[src/rtl/boot_vec_pkg.sv]
package boot_vec_pkg;

  // Sequencer phases
  typedef enum logic [2:0] {
    BV_IDLE  = 3'd0,
    BV_RD_SP = 3'd1,
    BV_RD_PC = 3'd2,
    BV_DONE  = 3'd3,
    BV_FAULT = 3'd4
  } bv_state_e;

  // Mode/control word at start-up: privileged thread mode, main stack
  localparam logic [1:0] BV_CTRL_START = 2'b00;

endpackage

[src/rtl/boot_vec_fsm.sv]
module boot_vec_fsm
  import boot_vec_pkg::*;
(
  input  logic      clk,
  input  logic      rst,
  input  logic      rd_valid,
  input  logic      entry_lsb,
  output bv_state_e state,
  output logic      sp_fire,
  output logic      pc_accept,
  output logic      pc_reject,
  output logic      done,
  output logic      fault
);

  bv_state_e state_q, state_d;

  // Named events for the datapath and the assertions
  assign sp_fire   = (state_q == BV_RD_SP) && rd_valid;
  assign pc_accept = (state_q == BV_RD_PC) && rd_valid && entry_lsb;
  assign pc_reject = (state_q == BV_RD_PC) && rd_valid && !entry_lsb;

  always_comb begin
    state_d = state_q;
    unique case (state_q)
      BV_IDLE:  state_d = BV_RD_SP;
      BV_RD_SP: if (sp_fire) state_d = BV_RD_PC;
      BV_RD_PC: begin
        if (pc_accept)      state_d = BV_DONE;
        else if (pc_reject) state_d = BV_FAULT;
      end
      BV_DONE:  state_d = BV_DONE;
      BV_FAULT: state_d = BV_FAULT;
      default:  state_d = BV_IDLE;
    endcase
  end

  always_ff @(posedge clk) begin
    if (rst) state_q <= BV_IDLE;
    else     state_q <= state_d;
  end

  assign state = state_q;
  assign done  = (state_q == BV_DONE);
  assign fault = (state_q == BV_FAULT);


  done_sticky_chk: assert property (@(posedge clk) disable iff (rst)
    done |=> done);


  fault_sticky_chk: assert property (@(posedge clk) disable iff (rst)
    fault |=> fault && !done);


  order_chk: assert property (@(posedge clk) disable iff (rst)
    (state_q == BV_RD_PC) |-> $past(state_q == BV_RD_SP) || $past(state_q == BV_RD_PC));

endmodule

[src/rtl/boot_vec_port.sv]
module boot_vec_port
  import boot_vec_pkg::*;
#(
  parameter int          ADDR_W     = 32,
  parameter logic [31:0] VEC_BASE   = 32'h0000_0000,
  parameter int          WORD_BYTES = 4
) (
  input  logic              clk,
  input  logic              rst,
  input  bv_state_e         state,
  input  logic              rd_valid,
  output logic              req,
  output logic [ADDR_W-1:0] addr
);

  // Byte address of vector slot n
  function automatic logic [ADDR_W-1:0] slot_addr(input int unsigned n);
    logic [ADDR_W-1:0] base;
    base = ADDR_W'(VEC_BASE);
    return base + ADDR_W'(n * WORD_BYTES);
  endfunction

  localparam logic [ADDR_W-1:0] SP_ADDR = slot_addr(0);
  localparam logic [ADDR_W-1:0] PC_ADDR = slot_addr(1);

  always_comb begin
    req  = 1'b0;
    addr = '0;
    case (state)
      BV_RD_SP: begin req = 1'b1; addr = SP_ADDR; end
      BV_RD_PC: begin req = 1'b1; addr = PC_ADDR; end
      default:  begin req = 1'b0; addr = '0;      end
    endcase
  end


  req_hold_chk: assert property (@(posedge clk) disable iff (rst)
    req && !rd_valid |=> req && $stable(addr));


  sp_to_pc_chk: assert property (@(posedge clk) disable iff (rst)
    req && rd_valid && (addr == SP_ADDR) |=> req && (addr == PC_ADDR));

endmodule

[src/rtl/boot_vec_regs.sv]
module boot_vec_regs
  import boot_vec_pkg::*;
#(
  parameter int DATA_W     = 32,
  parameter int ALIGN_BITS = 2
) (
  input  logic              clk,
  input  logic              rst,
  input  logic              sp_fire,
  input  logic              pc_accept,
  input  logic              pc_reject,
  input  logic [DATA_W-1:0] rd_data,
  output logic [DATA_W-1:0] msp,
  output logic [DATA_W-1:0] pc,
  output logic [1:0]        ctrl
);

  localparam logic [DATA_W-1:0] SP_MASK = ~DATA_W'((1 << ALIGN_BITS) - 1);

  // Force word alignment on the stack pointer
  function automatic logic [DATA_W-1:0] align_sp(input logic [DATA_W-1:0] w);
    return w & SP_MASK;
  endfunction

  // Drop the instruction-state marker from the entry address
  function automatic logic [DATA_W-1:0] entry_to_pc(input logic [DATA_W-1:0] w);
    return {w[DATA_W-1:1], 1'b0};
  endfunction

  logic [DATA_W-1:0] msp_q, pc_q;
  logic [1:0]        ctrl_q;

  always_ff @(posedge clk) begin
    if (rst) begin
      msp_q  <= '0;
      pc_q   <= '0;
      ctrl_q <= 2'b00;
    end else begin
      if (sp_fire) begin
        msp_q  <= align_sp(rd_data);
        ctrl_q <= BV_CTRL_START;
      end
      if (pc_accept) pc_q <= entry_to_pc(rd_data);
    end
  end

  assign msp  = msp_q;
  assign pc   = pc_q;
  assign ctrl = ctrl_q;


  reject_keeps_chk: assert property (@(posedge clk) disable iff (rst)
    pc_reject |=> (pc_q == '0) && $stable(msp_q));


  sp_low_chk: assert property (@(posedge clk) disable iff (rst)
    sp_fire |=> (msp_q[ALIGN_BITS-1:0] == '0) &&
                (msp_q[DATA_W-1:ALIGN_BITS] == $past(rd_data[DATA_W-1:ALIGN_BITS])));

endmodule

[src/rtl/boot_vec_seq.sv]
module boot_vec_seq
  import boot_vec_pkg::*;
#(
  parameter int          ADDR_W   = 32,
  parameter int          DATA_W   = 32,
  parameter logic [31:0] VEC_BASE = 32'h0000_0000
) (
  input  logic              clk,
  input  logic              rst,
  output logic              mem_req,
  output logic [ADDR_W-1:0] mem_addr,
  input  logic              mem_valid,
  input  logic [DATA_W-1:0] mem_rdata,
  output logic [DATA_W-1:0] msp,
  output logic [DATA_W-1:0] pc,
  output logic [1:0]        mode_ctrl,
  output logic              boot_done,
  output logic              boot_fault
);

  localparam int WORD_BYTES = DATA_W / 8;
  localparam int ALIGN_BITS = $clog2(WORD_BYTES);

  bv_state_e state;
  logic      sp_fire, pc_accept, pc_reject;

  boot_vec_fsm u_fsm (
    .clk       (clk),
    .rst       (rst),
    .rd_valid  (mem_valid),
    .entry_lsb (mem_rdata[0]),
    .state     (state),
    .sp_fire   (sp_fire),
    .pc_accept (pc_accept),
    .pc_reject (pc_reject),
    .done      (boot_done),
    .fault     (boot_fault)
  );

  boot_vec_port #(
    .ADDR_W     (ADDR_W),
    .VEC_BASE   (VEC_BASE),
    .WORD_BYTES (WORD_BYTES)
  ) u_port (
    .clk      (clk),
    .rst      (rst),
    .state    (state),
    .rd_valid (mem_valid),
    .req      (mem_req),
    .addr     (mem_addr)
  );

  boot_vec_regs #(
    .DATA_W     (DATA_W),
    .ALIGN_BITS (ALIGN_BITS)
  ) u_regs (
    .clk       (clk),
    .rst       (rst),
    .sp_fire   (sp_fire),
    .pc_accept (pc_accept),
    .pc_reject (pc_reject),
    .rd_data   (mem_rdata),
    .msp       (msp),
    .pc        (pc),
    .ctrl      (mode_ctrl)
  );


  done_cause_chk: assert property (@(posedge clk) disable iff (rst)
    $rose(boot_done) |-> $past(mem_valid) && $past(mem_rdata[0]) && !mem_req && (pc[0] == 1'b0));


  fault_cause_chk: assert property (@(posedge clk) disable iff (rst)
    $rose(boot_fault) |-> $past(mem_valid) && !$past(mem_rdata[0]) && !boot_done);


  idle_valid_chk: assert property (@(posedge clk) disable iff (rst)
    !mem_req |=> $stable(msp) && $stable(pc));


  ctrl_chk: assert property (@(posedge clk) disable iff (rst)
    boot_done |-> (mode_ctrl == BV_CTRL_START));

endmodule

[config.mk]
export PLATFORM = sky130hd
export DESIGN_NAME = boot_vec_seq
export DESIGN_NICKNAME = d
export VERILOG_FILES = /design/src/rtl/boot_vec_pkg.sv /design/src/rtl/boot_vec_fsm.sv /design/src/rtl/boot_vec_port.sv /design/src/rtl/boot_vec_regs.sv /design/src/rtl/boot_vec_seq.sv
export SDC_FILE = /design/constraint.sdc
export NUM_CORES = 1
export LEC_CHECK = 0
export BUFFER_PORTS_ARGS = -buffer_cell sky130_fd_sc_hd__buf_2
export CORE_MARGIN = 5
export CORE_UTILIZATION = 44
export CTS_BUF_LIST = sky130_fd_sc_hd__clkbuf_8
export DETAILED_ROUTE_END_ITERATION = 10
export PLACE_DENSITY = 0.83
export SLEW_MARGIN = 20
export SYNTH_ARGS = -nofsm -noshare
export SYNTH_HDL_FRONTEND = slang
export SYNTH_SLANG_ARGS = --single-unit
[constraint.sdc]
create_clock -name clk -period 1.3 [get_ports clk]
set_input_delay 0.065 -clock clk [delete_from_list [all_inputs] [get_ports clk]]
set_output_delay 0.065 -clock clk [all_outputs]
set_load 0.005 [all_outputs]
### Yosys cells after proc, flatten, opt, wreduce, memory -nomap -nowiden

Index checks and enable logic that the tools add are counted.

| storage, ports and cells | value |
|---|---|
| input port bits | 35 |
| word-level logic and storage cells | 23 |
| flip-flop bits (word level) | 64 |
| output and inout port bits | 101 |

| cells by class | value |
|---|---|
| multiplexer cells | 6 |
| equality and inequality tests | 6 |
| reduce and logical (&&, ||, !) cells | 8 |

Operators with widths:

| operator | number |
|---|---|
| case mux 3 bit (5 select lines) | 1 |
| two-way mux 3 bit | 4 |
| equality test 3 x 2 -> 1 bit (second input constant) | 2 |
| logical AND 1 bit | 4 |
| equality test 3 x 1 -> 1 bit (second input constant) | 1 |
| equality test 3 bit (second input constant) | 1 |
| zero test 3 bit | 1 |
| != test 3 bit (second input constant) | 1 |
| != test 2 bit (second input constant) | 1 |
| AND reduction 2 bit | 1 |
| OR reduction 2 bit | 1 |
| zero test 1 bit | 1 |
| two-way mux 1 bit | 1 |

### Depth between registers and ports, before layout

| depth | value |
|---|---|
| depth in word-level cells | 6 |
| depth in mapped cells | 6 |
| gate-level depth less buffers | 3 |

### By module

From an unflattened synthesis, not the netlist that was laid out.

| unflattened totals | value |
|---|---|
| cells, all modules | 260 |
| area total of the unflattened synthesis | 2,688.8 um2 |

By module, submodules not included:

| module | area an instance (um2) | cells each | seq. area each (um2) | instances |
|---|---|---|---|---|
| boot_vec_regs | 2,263.4 | 204 | 1,221.2 | 1 |
| boot_vec_port | 256.5 | 35 | 0.0 | 1 |
| boot_vec_fsm | 168.9 | 21 | 60.1 | 1 |

### Worst setup path after synthesis

No wires, ideal clock.

| timing | value |
|---|---|
| path kind | reg-to-reg |
| from | register u_fsm.state_q[2] (netlist: u_fsm.state[2]) |
| to | register u_regs.pc_q[21] (netlist: u_regs.pc[21]) |
| data required time | 1.228 ns |
| clock period less this slack | 1.380 ns |
| slack | -0.080 ns |
| stages on the path, launching flop included | 7 |
| data arrival time | 1.308 ns |
| setup time | 0.072 ns |
| path through | dfxtp_1 -> buf_6 -> nor3b_4 -> and3_4 -> buf_8 -> buf_12 -> mux2i_1 |

| between the ends | value |
|---|---|
| word-level cells in the longest chain between the ends | 3 |

Ends and longest elaborated chain:

| what | line | RTL |
|---|---|---|
| from (decl) | boot_vec_fsm.sv:16 | `bv_state_e state_q, state_d;` |
| from (signal assigned) | boot_vec_fsm.sv:40 | `else state_q <= state_d;` |
| equality test 3 x 2 -> 1 bit | boot_vec_fsm.sv:20 | `assign pc_accept = (state_q == BV_RD_PC) && rd_valid && entry_lsb;` |
| logical AND 1 bit (2 in series) | boot_vec_fsm.sv:20 |  |
| to (signal assigned) | boot_vec_regs.sv:43 | `if (pc_accept) pc_q <= entry_to_pc(rd_data);` |
| to (decl) | boot_vec_regs.sv:30 | `logic [DATA_W-1:0] msp_q, pc_q;` |

No other way between the ends.
A chain may end at the register's enable or synchronous reset.

### Final worst setup path

| timing | value |
|---|---|
| from | register u_fsm.state_q[2] (netlist: u_fsm.state[2]) |
| to | register u_regs.msp_q[7] (netlist: u_regs.msp[7]) |

| between the ends | value |
|---|---|
| word-level cells in the longest chain between the ends | 2 |

Ends and longest elaborated chain:

| what | line | RTL |
|---|---|---|
| equality test 3 x 1 -> 1 bit | boot_vec_fsm.sv:19 | `assign sp_fire = (state_q == BV_RD_SP) && rd_valid;` |
| logical AND 1 bit | boot_vec_fsm.sv:19 |  |
| to (signal assigned) | boot_vec_regs.sv:40 | `msp_q <= align_sp(rd_data);` |
| to (decl) | boot_vec_regs.sv:30 |  |

No other way between the ends.

==> summary.txt <==
outcome: finished with violations
failing checks: negative setup slack
worst flop-to-flop path startpoint: u_fsm.state[2]
IO Pins: 136
1st-pass router iterations: 4
number of synthesized register bits: 64
hpwl dp: 4680 µm
final worst slack: -0.0741 ns
worst-path fanout max: 10
vias: 2597
Fin Hold WS: 0.167 ns
Inserted Diodes: 0
ANT nets after route: 0
GRT busiest layer: met2
pwr dens: 1090 nW/µm²
met2 Track Usage GR: 30.8%
yosys warns: 0
vias per inst: 4.70
P_leak: 2.04 nW
top post-synthesis cells by area: dfxtp_1 44%, nand2b_1 13%, mux2i_1 11%
cell area after synthesis: 2930 µm²
effective utilization at floorplan: 45.7%
Hold Path Stages: 4
layout cells sized above 1: 38.2%
WL/cell: 15.3 µm
die height: 91.7 µm
CTS max path bufs: 2
DRC: 0
Hold Crit Start: mem_rdata[0]
Area Growth Syn to Fin: 48.5%
synthesized area per cell: 9.00 µm²
Root Buffer: clkbuf_8
full die area: 8400 µm²
GRT overflow: 0
final WL: 8470 µm
crit path time final: 1.37 ns
area share of the largest cell type after synthesis: 43.7%
Crit Path Class: reg2reg
initial antenna violation count: 0
RSZ-0062 raised after global routing: yes
core area: 6420 µm²
CTS sink cnt: 64
M3 GR Usage: 5.56%
gr usage total: 17.7%
Worst-path clk slew: 0.07 ns
grt met1 use: 19.1%
cell taking the most area after synthesis: dfxtp_1
port bufs: 99
Design Area, Final: 4360 µm²
clock buffer count from CTS: 9
maxcap violations: 0
Highest Clock Rate: 728 MHz
die extent in x: 91.7 µm
largest net degree at the start of global routing: 96
Reg2Reg Setup Slack: -0.07 ns
crit path DAT: 1.58 ns
Slew Limit Fails: 0
first-pass GRT wire length: 11900 µm
Hold Path End: u_fsm.state[2]
Worst VDD drop: 0.000894 V
nets@finish: 506
r2r endpoint: u_regs.msp[7]
sequential area share after synthesis: 43.7%
CTS H-tree lvls: 3
Setup crit start kind: flop
TritonCTS clock tree: yes
Final Wtd Congestion: 0.778
Clk Latency, worst-skew pair: 0.34 ns
Final Skew: 0.0146 ns
endpoint type of the worst setup path: flop
vias in the first global route: 2485
HP Class: in2reg
Final Hold Fails: 0
site row count: 29
Yosys cell types: 26
fin crit share: 106%
critical path data required time: 1.51 ns
setup total negative slack: -1.85 ns
final setup fails: 62
Gate Count Post-Synth: 326
DP Area: 3370 µm²
Reg2Reg Depth: 6
Placement Setup Slack: -0.155 ns
Initial DRC Count: 81
==> sequential cells by signal (all words and copies together) (netlist names) <==
register / count
u_regs.pc: 31
u_regs.msp: 30
u_fsm.state: 3
==> synthesized netlist by cell type <==
library cell  instances
a211oi_1              2
a21oi_1              31
and3_4                1
and4bb_2              1
buf_12                1
buf_2                 4
buf_4                36
buf_6                 4
buf_8                 1
clkbuf_1             12
conb_1                1
dfxtp_1              64
inv_1                 2
mux2i_1              31
nand2_1              61
nand2b_1             62
nand3_4               1
nand4bb_1             1
nor2_1                2
nor3_1                1
nor3b_1               2
nor3b_4               1
nor4_1                1
nor4bb_1              1
o21ai_0               1
xnor2_1               1
==> cell usage in the layout, fill, tap and decap left out, types with 6 or more instances in the layout <==
cell	instances
buf_2	98
nand2b_1	62
dfxtp_1	61
nand2_1	45
conb_1	36
dlygate4sd3_1	31
mux2i_1	30
a21oi_1	18
a21oi_2	13
nand2_4	11
clkbuf_8	10
buf_4	9
buf_6	6
==> how the worst max path moves through the flow <==
stage / from / endpoint / slack, ns / cells after the start
floorplan: u_fsm.state[2] / u_regs.pc[21] / -0.08 / 6
global placement: u_fsm.state[2] / u_regs.pc[31] / -0.10 / 5
detailed placement: u_fsm.state[2] / u_regs.msp[16] / -0.15 / 3
CTS: u_fsm.state[2] / u_regs.pc[28] / -0.04 / 5
global route: u_fsm.state[2] / u_regs.pc[15] / -0.13 / 6
finish: u_fsm.state[2] / u_regs.msp[7] / -0.07 / 6
==> layer usage <==
metal | wire, µm | up-vias
li1 | - | 1278
met1 | 3410 | 1195
met2 | 4330 | 109
met3 | 531 | 15
met4 | 207 | 0
met5 | 0 | -
==> per-stage QoR <==
step	cells	power, mW	utilization [%]
2_1_floorplan	361	2.45	-
3_3_place_gp	491	2.57	52.5
3_5_place_dp	491	2.58	52.5
4_1_cts	546	4.63	63.5
5_1_grt	553	4.92	67.9
6_report	553	4.75	67.9
==> layout make-up <==
type	count	area (µm²)
fillers	472	2060
multi-input cells	240	1580
flip-flops and latches	64	1290
repair buffers	154	1150
clock buffers	10	138
well taps	77	96.3
clock inverters	6	92.6
inverters	2	7.51
==> power breakdown <==
part | switching [mW] | total (mW) | internal (mW)
clock | 0.826 | 1.96 | 1.14
combinational | 0.342 | 0.712 | 0.369
sequential | 0.0488 | 2.07 | 2.02
total | 1.22 | 4.75 | 3.53
==> logic make-up (layout without fill, tap and decap cells) <==
logic type | after synthesis | in the layout | synth area share (%)
buffers and inverters | 60 | 172 | 14.4
other | 1 | 36 | 0.128
flip-flops | 64 | 64 | 43.7
XOR/XNOR | 1 | 1 | 0.299
multiplexers | 31 | 31 | 10.6
AND/OR/NAND/NOR | 135 | 138 | 24.9
AO/OA/AOI/OAI | 34 | 34 | 5.97
==> worst max-delay path, stage by stage, from the launching register on <==
cell and delay (ns):
dfxtp_4 0.35, buf_12 0.12, buf_6 0.11, nand4bb_4 0.30
clkbuf_16 0.25, nand2_1 0.07, a21oi_1 0.06
==> what timing repair did <==
action / 4_1_cts / 5_1_grt
resized for setup: 14 / 47
hold buffers: 31 / 0
setup buffers: 6 / 1
gates cloned: 2 / 6
setup endpoints to repair: 65 / 51
pin swaps: 2 / 27
hold endpoints to repair: 55 / 0
Power figures use the tool's default switching activity.
